## src/rtl/tvg_pkg.sv

```systemverilog
package tvg_pkg;
  typedef enum logic [1:0] {
    FMT_T8   = 2'd0,
    FMT_T16  = 2'd1,
    FMT_T32  = 2'd2,
    FMT_PAGE = 2'd3
  } tvg_fmt_e;

  // orientation bit positions
  localparam int unsigned OR_YINV = 0;
  localparam int unsigned OR_XINV = 1;
  localparam int unsigned OR_SWAP = 2;

  typedef struct packed {
    logic [4:0]  xs;     // x shift
    logic [4:0]  ys;     // y shift
    logic [4:0]  xb;     // live x bits
    logic [4:0]  yb;     // live y bits
  } tvg_geom_t;
endpackage

```

## src/rtl/tvg_geom.sv

```systemverilog
module tvg_geom
  import tvg_pkg::*;
#(
  parameter int unsigned CW_BITS     = 14,
  parameter int unsigned CH_BITS     = 13,
  parameter int unsigned SLOT_W_BITS = 6,
  parameter int unsigned SLOT_H_BITS = 6
) (
  input  logic [1:0] fmt,
  output tvg_geom_t  geom
);
  localparam logic [4:0] CWB = 5'(CW_BITS);
  localparam logic [4:0] CHB = 5'(CH_BITS);
  localparam logic [4:0] PXS = 5'(SLOT_W_BITS);
  localparam logic [4:0] PYS = 5'(SLOT_H_BITS);

  logic [4:0] xs, ys;

  always_comb begin
    unique case (tvg_fmt_e'(fmt))
      FMT_T8:   begin xs = 5'd0; ys = 5'd0; end
      FMT_T16:  begin xs = 5'd0; ys = 5'd1; end
      FMT_T32:  begin xs = 5'd1; ys = 5'd1; end
      default:  begin xs = PXS;  ys = PYS;  end
    endcase
  end

  assign geom.xs = xs;
  assign geom.ys = ys;
  assign geom.xb = CWB - xs;
  assign geom.yb = CHB - ys;
endmodule

```

## src/rtl/tvg_xform.sv

```systemverilog
module tvg_xform
  import tvg_pkg::*;
#(
  parameter int unsigned CW_BITS = 14,
  parameter int unsigned CH_BITS = 13,
  parameter int unsigned COORD_W = 16
) (
  input  tvg_geom_t          geom,
  input  logic [2:0]         orient,
  input  logic [1:0]         fmt,
  input  logic [COORD_W-1:0] x,
  input  logic [COORD_W-1:0] y,
  output logic [31:0]        addr,
  output logic               ok,
  output logic [31:0]        stride
);
  localparam int unsigned OFF_W = CW_BITS + CH_BITS;

  logic [31:0] xw, yw, xm, ym, xi, yi, off, sh;

  always_comb begin
    xw = 32'(x);
    yw = 32'(y);
    xm = (32'd1 << geom.xb) - 32'd1;
    ym = (32'd1 << geom.yb) - 32'd1;
    ok = (xw <= xm) && (yw <= ym);
    xi = orient[OR_XINV] ? (xw ^ xm) : xw;
    yi = orient[OR_YINV] ? (yw ^ ym) : yw;
    if (orient[OR_SWAP]) off = (xi << geom.yb) + yi;
    else                 off = (yi << geom.xb) + xi;
    sh = off << (geom.xs + geom.ys);
    if (ok) addr = {orient, fmt, sh[OFF_W-1:0]};
    else    addr = 32'd0;
    if (orient[OR_SWAP]) stride = 32'd1 << (5'(CH_BITS) + geom.xs);
    else                 stride = 32'd1 << (5'(CW_BITS) + geom.ys);
  end
endmodule

```

## src/rtl/tvg_addr_gen.sv

```systemverilog
module tvg_addr_gen
  import tvg_pkg::*;
#(
  parameter int unsigned CW_BITS     = 14,
  parameter int unsigned CH_BITS     = 13,
  parameter int unsigned SLOT_W_BITS = 6,
  parameter int unsigned SLOT_H_BITS = 6,
  parameter int unsigned COORD_W     = 16
) (
  input  logic               clk,
  input  logic               rst_n,
  input  logic               in_valid,
  output logic               in_ready,
  input  logic [1:0]         in_fmt,
  input  logic [2:0]         in_orient,
  input  logic [COORD_W-1:0] in_x,
  input  logic [COORD_W-1:0] in_y,
  output logic               out_valid,
  input  logic               out_ready,
  output logic [31:0]        out_addr,
  output logic               out_ok,
  output logic [31:0]        out_stride
);
  tvg_geom_t   geom;
  logic [31:0] c_addr, c_stride;
  logic        c_ok;
  logic        take;

  tvg_geom #(
    .CW_BITS(CW_BITS), .CH_BITS(CH_BITS),
    .SLOT_W_BITS(SLOT_W_BITS), .SLOT_H_BITS(SLOT_H_BITS)
  ) u_geom (
    .fmt  (in_fmt),
    .geom (geom)
  );

  tvg_xform #(
    .CW_BITS(CW_BITS), .CH_BITS(CH_BITS), .COORD_W(COORD_W)
  ) u_xform (
    .geom   (geom),
    .orient (in_orient),
    .fmt    (in_fmt),
    .x      (in_x),
    .y      (in_y),
    .addr   (c_addr),
    .ok     (c_ok),
    .stride (c_stride)
  );

  assign in_ready = !out_valid || out_ready;
  assign take     = in_valid && in_ready;

  always_ff @(posedge clk) begin
    if (!rst_n) begin
      out_valid  <= 1'b0;
      out_addr   <= 32'd0;
      out_ok     <= 1'b0;
      out_stride <= 32'd0;
    end else if (take) begin
      out_valid  <= 1'b1;
      out_addr   <= c_addr;
      out_ok     <= c_ok;
      out_stride <= c_stride;
    end else if (out_ready) begin
      out_valid  <= 1'b0;
    end
  end
endmodule

```

## config.mk

```make
export PLATFORM = sky130hd
export DESIGN_NAME = tvg_addr_gen
export DESIGN_NICKNAME = d
export VERILOG_FILES = /design/src/rtl/tvg_pkg.sv /design/src/rtl/tvg_geom.sv /design/src/rtl/tvg_xform.sv /design/src/rtl/tvg_addr_gen.sv
export SDC_FILE = /design/constraint.sdc
export NUM_CORES = 1
export LEC_CHECK = 0
export CAP_MARGIN = 10
export CORE_UTILIZATION = 55
export CTS_CLUSTER_DIAMETER = 50
export DETAILED_ROUTE_END_ITERATION = 8
export DONT_BUFFER_PORTS = 1
export PLACE_DENSITY_LB_ADDON = 0.15
export SYNTH_ARGS = -nofsm -noshare
export SYNTH_HDL_FRONTEND = slang
export SYNTH_SLANG_ARGS = --single-unit
```

## constraint.sdc

```tcl
create_clock -name clk -period 6.16 [get_ports clk]
set_clock_uncertainty 0.05 [all_clocks]
set_input_delay 1.232 -clock clk [delete_from_list [all_inputs] [get_ports clk]]
set_output_delay 1.232 -clock clk [all_outputs]
set_load 0.03 [all_outputs]
```

* Word-level counts from Yosys, hierarchy flattened
Cells that the tools add are included.
Word-level totals: bits of input ports 41, bits in registers 66, output and inout port bits 67, logic and storage cells 43, bits in writable memories 0, bits in latches 0, memories kept 0, memory bits (read-only) 0
Cells by class: order comparisons 2, add/subtract/negate cells 9, div/mod/pow operators 0, multiplexer cells 9, equal/unequal tests 2, shifts and indexed selects 7, bitwise gates (word level) 2, reductions and logical operators 8, multipliers 0
Operators with widths (count):
- $mux 32 | 5
- $shl 1x5->32 const A | 4
- $add 32x32->32 | 2
- $le 16x32->1 | 2
- $shl 32x5->32 | 2
- $sub 32x1->32 const B | 2
- $xor 16x32->32 | 2
- $shl 32x5->27 | 1
- $pmux 3 s2 | 2
- $add 4x3->5 const A | 2
- $sub 4x3->5 const A | 2
- $add 3x3->4 | 1
- $reduce_or 2->1 | 2
- $eq 2x1->1 const B | 1
- $eq 2x2->1 const B | 1
- $logic_and 1x1->1 | 2
- $logic_not 2->1 | 1
- $mux 1 | 2
- $reduce_bool 2->1 | 1
- $logic_not 1->1 | 1
- $logic_or 1x1->1 | 1

* Depth between registers and ports, before layout
word-level depth 13, mapped depth 28, depth with buffers taken out 24

* Hierarchy
A second synthesis with hierarchy kept.
Unflattened totals: cells, all modules 1947, area total of the unflattened synthesis 13227.7 sq um
By module, submodules not included:
- tvg_xform | cells an instance 1636, sequential area each 0.0 sq um, area each 10417.5 sq um, instances 1
- tvg_addr_gen | cells an instance 287, sequential area each 1321.3 sq um, area each 2636.3 sq um, instances 1
- tvg_geom | cells an instance 24, sequential area each 0.0 sq um, area each 173.9 sq um, instances 1

* Worst setup path after synthesis
No wires, ideal clock.
path type in2reg, from input port in_fmt[0], to register out_addr[22], setup time 0.079 ns, slack -0.457 ns, data arrival time 6.488 ns, buffers on the path 6, stages 26, data required time 6.031 ns, path through ha_1 > clkinv_1 > buf_1 > buf_1 > ha_1 > buf_6 > buf_6 > clkbuf_1 > mux4_2 > xnor2_1 > mux2i_1 > nand2_1 > o21ai_0 > ha_1 > clkbuf_1 > a21o_1 > a21o_1 > a21oi_1 > o21a_1 > and2_1 > a211oi_2 > or3_1 > and3_1 > or3_1 > o211a_1 > o211ai_1
Between the ends: longest elaborated chain between the ends 13, elaborated cells between the ends (all ways) 28, classes of those cells add/sub (7); order compare (2); eq/ne (2); shift (5); mux (6); bitwise (2); reduce/logical (4)
Ends and longest elaborated chain:
- start, declared | line tvg_addr_gen.sv:14 | input logic [1:0] in_fmt,
- $eq 2x1->1 (tied with other cells) | line tvg_geom.sv:20 | unique case (tvg_fmt_e'(fmt))
- $reduce_or 2->1 (no line)
- $pmux 3 s2 | line tvg_geom.sv:20
- $sub 4x3->5 (on tied branches) | line tvg_geom.sv:31, tvg_geom.sv:30
- $shl 1x5->32 (on tied branches) | line tvg_xform.sv:25, tvg_xform.sv:24
- $sub 32x1->32 (on tied branches) | line tvg_xform.sv:25, tvg_xform.sv:24
- $xor 16x32->32 (on tied branches) | line tvg_xform.sv:28, tvg_xform.sv:27
- $mux 32 (on tied branches) | line tvg_xform.sv:28, tvg_xform.sv:27
- $shl 32x5->32 (on tied branches) | line tvg_xform.sv:30, tvg_xform.sv:29
- $add 32x32->32 (on tied branches) | line tvg_xform.sv:30, tvg_xform.sv:29
- $mux 32 | line tvg_xform.sv:29 | if (orient[OR_SWAP]) off = (xi << geom.yb) + yi;
- $shl 32x5->27 | line tvg_xform.sv:31 | sh = off << (geom.xs + geom.ys);
- $mux 32 * | line tvg_xform.sv:32 | if (ok) addr = {orient, fmt, sh[OFF_W-1:0]};
- end signal, assigned | line tvg_addr_gen.sv:61 | out_addr <= c_addr;
- end, declared | line tvg_addr_gen.sv:20 | output logic [31:0] out_addr,
Every way passes the cells marked *; elsewhere a longest branch is shown, timed or not. A chain may end at the register's enable or synchronous reset.

* Worst setup path after layout
from input port in_fmt[0], to register out_addr[26]
The elaborated chain is that of the path after synthesis.

==> impl_metrics.py <==
metrics = {
    "worst_setup_path": {
        "worst-endpoint-arrival_ns": 5.90,
        "cp-start-kind": "input pin",
        "slowest_stage": "a2111oi_0",
        "r2r_cells": 7,
        "crit_required_ns": 6.32,
        "critPathMaxStageDelay_ns": 0.48,
        "worst-path-max-fanout": 10,
        "worstSetupPathType": "in2reg",
        "end_kind": "register",
        "r2r_slack_ns": 3.29,
        "r2r-start": "out_valid",
        "crit_chain": "ha_2 > clkinv_2 > ha_1 > buf_4 > mux2_2 > o21ai_0 > mux2_2 > nor2_1 > a31o_2 > ha_1 > nand2_1 > nor3_1 > nand3_1 > a2111oi_0 > nor3_1 > nor4_2 > nor2b_1 > a311oi_1 > a311oi_1 > a22oi_1",
        "timing.rr.end": "out_addr[25]",
    },
    "yosys": {
        "ys_warn_count": 0,
        "synth_top_cell_area_share": 0.139,
        "yosys.area_share.xor_xnor": 0.0608,
        "yosys-top-cells-area": "dfxtp_1 14%, ha_1 8.4%, mux2i_1 5.9%",
        "synth_area_leader_cell": "dfxtp_1",
        "synth_top_family_by_area": "compound AO/OA/AOI/OAI gates",
        "synth_compound_area_frac": 0.297,
        "synthDistinctLibCells": 93,
        "synth_edf_count": 0,
        "synthArstFlopShare": 0,
        "netlist_area_mm2": 0.00950,
        "muxShareOfSynthArea": 0.101,
        "yosys_register_bits": 66,
        "synthAdderAreaFrac": 0.0843,
        "synth-simple-area-share": 0.254,
        "syn_avg_cell_area_um2": 7.21,
        "ys.flop_type": "dfxtp_1",
        "yosysSeqAreaShare": 0.139,
        "syn_inst": 1318,
    },
    "place": {
        "gp_congestion": 0.995,
        "dp_slack_ns": 0.0534,
        "portBuffers": 0,
        "dp_hpwl_um": 27600,
    },
    "layout": {
        "n_fill_cell": 1622,
        "drive_above_1_share": 0.105,
        "area_delta_synth_final_pct": 6.90,
        "final_common_cell": "nand2_1",
        "nets": 1399,
        "antenna_cells": 0,
        "layout_common_cells": "141 x nand2_1, 114 x nor2_1, 86 x a21oi_1",
    },
    "min_path": {
        "hold_depth": 2,
        "holdPathEnd": "out_stride[12]",
        "hold_start": "out_stride[12]",
        "hold_class": "reg2reg",
    },
    "clocking": {
        "clkLatencyLatePin_ns": 0.32,
        "clockRootBuffer": "clkbuf_16",
        "numCtsBuffers": 9,
        "cts.repair.resized": 0,
        "cts_hold_buf": 0,
        "cts_sinks": 66,
        "cts_buffer_depth": 2,
        "cts_max_level": 3,
        "postCtsSetupBuffers": 0,
        "cts_tree": "built",
        "path_clk_slew_ns": 0.06,
    },
    "timing": {
        "fin_crit_sh": 0.932,
        "layout_setup_ws_ns": 0.421,
        "worst_pin_slew_ns": 0.855,
        "hold_viol_final": 0,
        "timing.fmax_ghz": 0.174,
        "setup-violations-final": 0,
        "final_max_slew_viol_count": 0,
        "setup_tns_ns": 0,
        "period_needed_ns": 5.74,
        "max-slew-margin-rel": 0.425,
        "rsz0062_at_grt": "false",
    },
    "status": {
        "status": "finished clean",
    },
    "drt": {
        "drtPass1Iterations": 7,
        "drc": 0,
        "drt_wl_total_um": 35400,
        "wl_per_cell_um": 23.3,
        "drtAntennaViolNets": 0,
        "via_count": 10300,
        "avgViaCountPerCell": 6.80,
        "drt-initial-drc-count": 1110,
    },
    "die": {
        "chipHeight_um": 133,
        "die_x_um": 133,
        "start_util": 0.569,
        "rows": 47,
        "core_mm2": 0.0167,
        "floorplan.die_area_mm2": 0.0178,
        "io_pins": 108,
    },
    "grt": {
        "grt_pass1_vias": 9381,
        "grt_max_degree": 78,
        "grt_pass1_wl_um": 54600,
        "grt.overflow.total": 0,
        "antenna_found_initial": 1,
        "grt_util_all_layers": 0.395,
    },
    "pwr": {
        "p_per_area_mw_per_mm2": 218,
        "ir_worst_vdd_mv": 0.159,
        "leakagePower_nw": 4.19,
    },
    "run": {
        "maxCapViolations": 0,
    },
}
[state kept, by name (all words and copies together) (netlist names)]
name        flops
out_valid       1
out_ok          1
out_addr       32
out_stride     32
[metal layers]
metal  wire (um)  track usage  vias to the layer above
met1       14800        0.521                     4901
met2       16100        0.634                      537
met3        2950       0.0719                       94
met4        1570        0.162                        2
li1            -            -                     4795
met5          13            0                        -
[final cells by class]
class | instances | area (um2) | area share
multi-input cells | 1117 | 7630 | 0.751
well taps | 220 | 275 | 0.0271
clock buffers | 9 | 225 | 0.0222
clock inverters | 7 | 78.8 | 0.00776
flip-flops and latches | 66 | 1320 | 0.130
inverters | 37 | 140 | 0.0138
repair buffers | 63 | 485 | 0.0478
[power by group]
part	switching (mW)	internal, mW
sequential	0.0189	0.434
combinational	0.764	0.477
clock	0.203	0.316
total	0.986	1.23
[worst max-delay path by stage]
stage | start | endpoint | slack [ns]
3_3_place_gp | in_fmt[0] | out_addr[26] | 0.05
4_1_cts | in_fmt[0] | out_addr[26] | 0.40
5_1_grt | in_fmt[0] | out_addr[26] | 0.01
2_1_floorplan | in_fmt[0] | out_addr[22] | 0.02
3_5_place_dp | in_fmt[0] | out_addr[26] | 0.05
6_report | in_fmt[0] | out_addr[26] | 0.42
[synthesized netlist by cell type, types with 18 or more instances]
master	count
nand2_1	142
nor2_1	114
a21oi_1	86
clkbuf_1	80
o21ai_0	68
dfxtp_1	66
ha_1	64
mux2i_1	56
a21o_1	38
xnor2_1	37
inv_1	36
nor2b_1	32
nor3_1	30
xor2_1	29
nand3_1	28
o211ai_1	27
and2_1	26
nand4_1	25
o22ai_1	18
[worst max-delay path, delay by kind of cell]
kind | cells | cell delay [ns]
AOI/OAI and AO/OA | 6 | 1.41
muxes | 2 | 0.63
adders and majority gates | 3 | 1.02
buffers and inverters | 2 | 0.29
and+or+nand+nor | 7 | 1.31
[per-stage QoR]
step | power, mW | cells | cell area (um2) | utilization | hold slack, ns
floorplan | 1.31 | 1330 | 9560 | - | 0.537
global placement | 1.65 | 1503 | 9850 | 0.590 | 0.555
detailed placement | 1.65 | 1503 | 9850 | 0.590 | 0.559
CTS | 2.17 | 1519 | 10100 | 0.608 | 0.567
global route | 2.33 | 1519 | 10200 | 0.608 | 0.582
finish | 2.21 | 1519 | 10200 | 0.608 | 0.562
[logic make-up after synthesis]
group | after synthesis
simple gates | 486
compound gates | 407
buf+inv | 147
mux | 81
xor+xnor | 66
flops | 66
fa+ha+maj | 64
other cells | 1
Note: power is estimated with default switching activity, not from simulation.
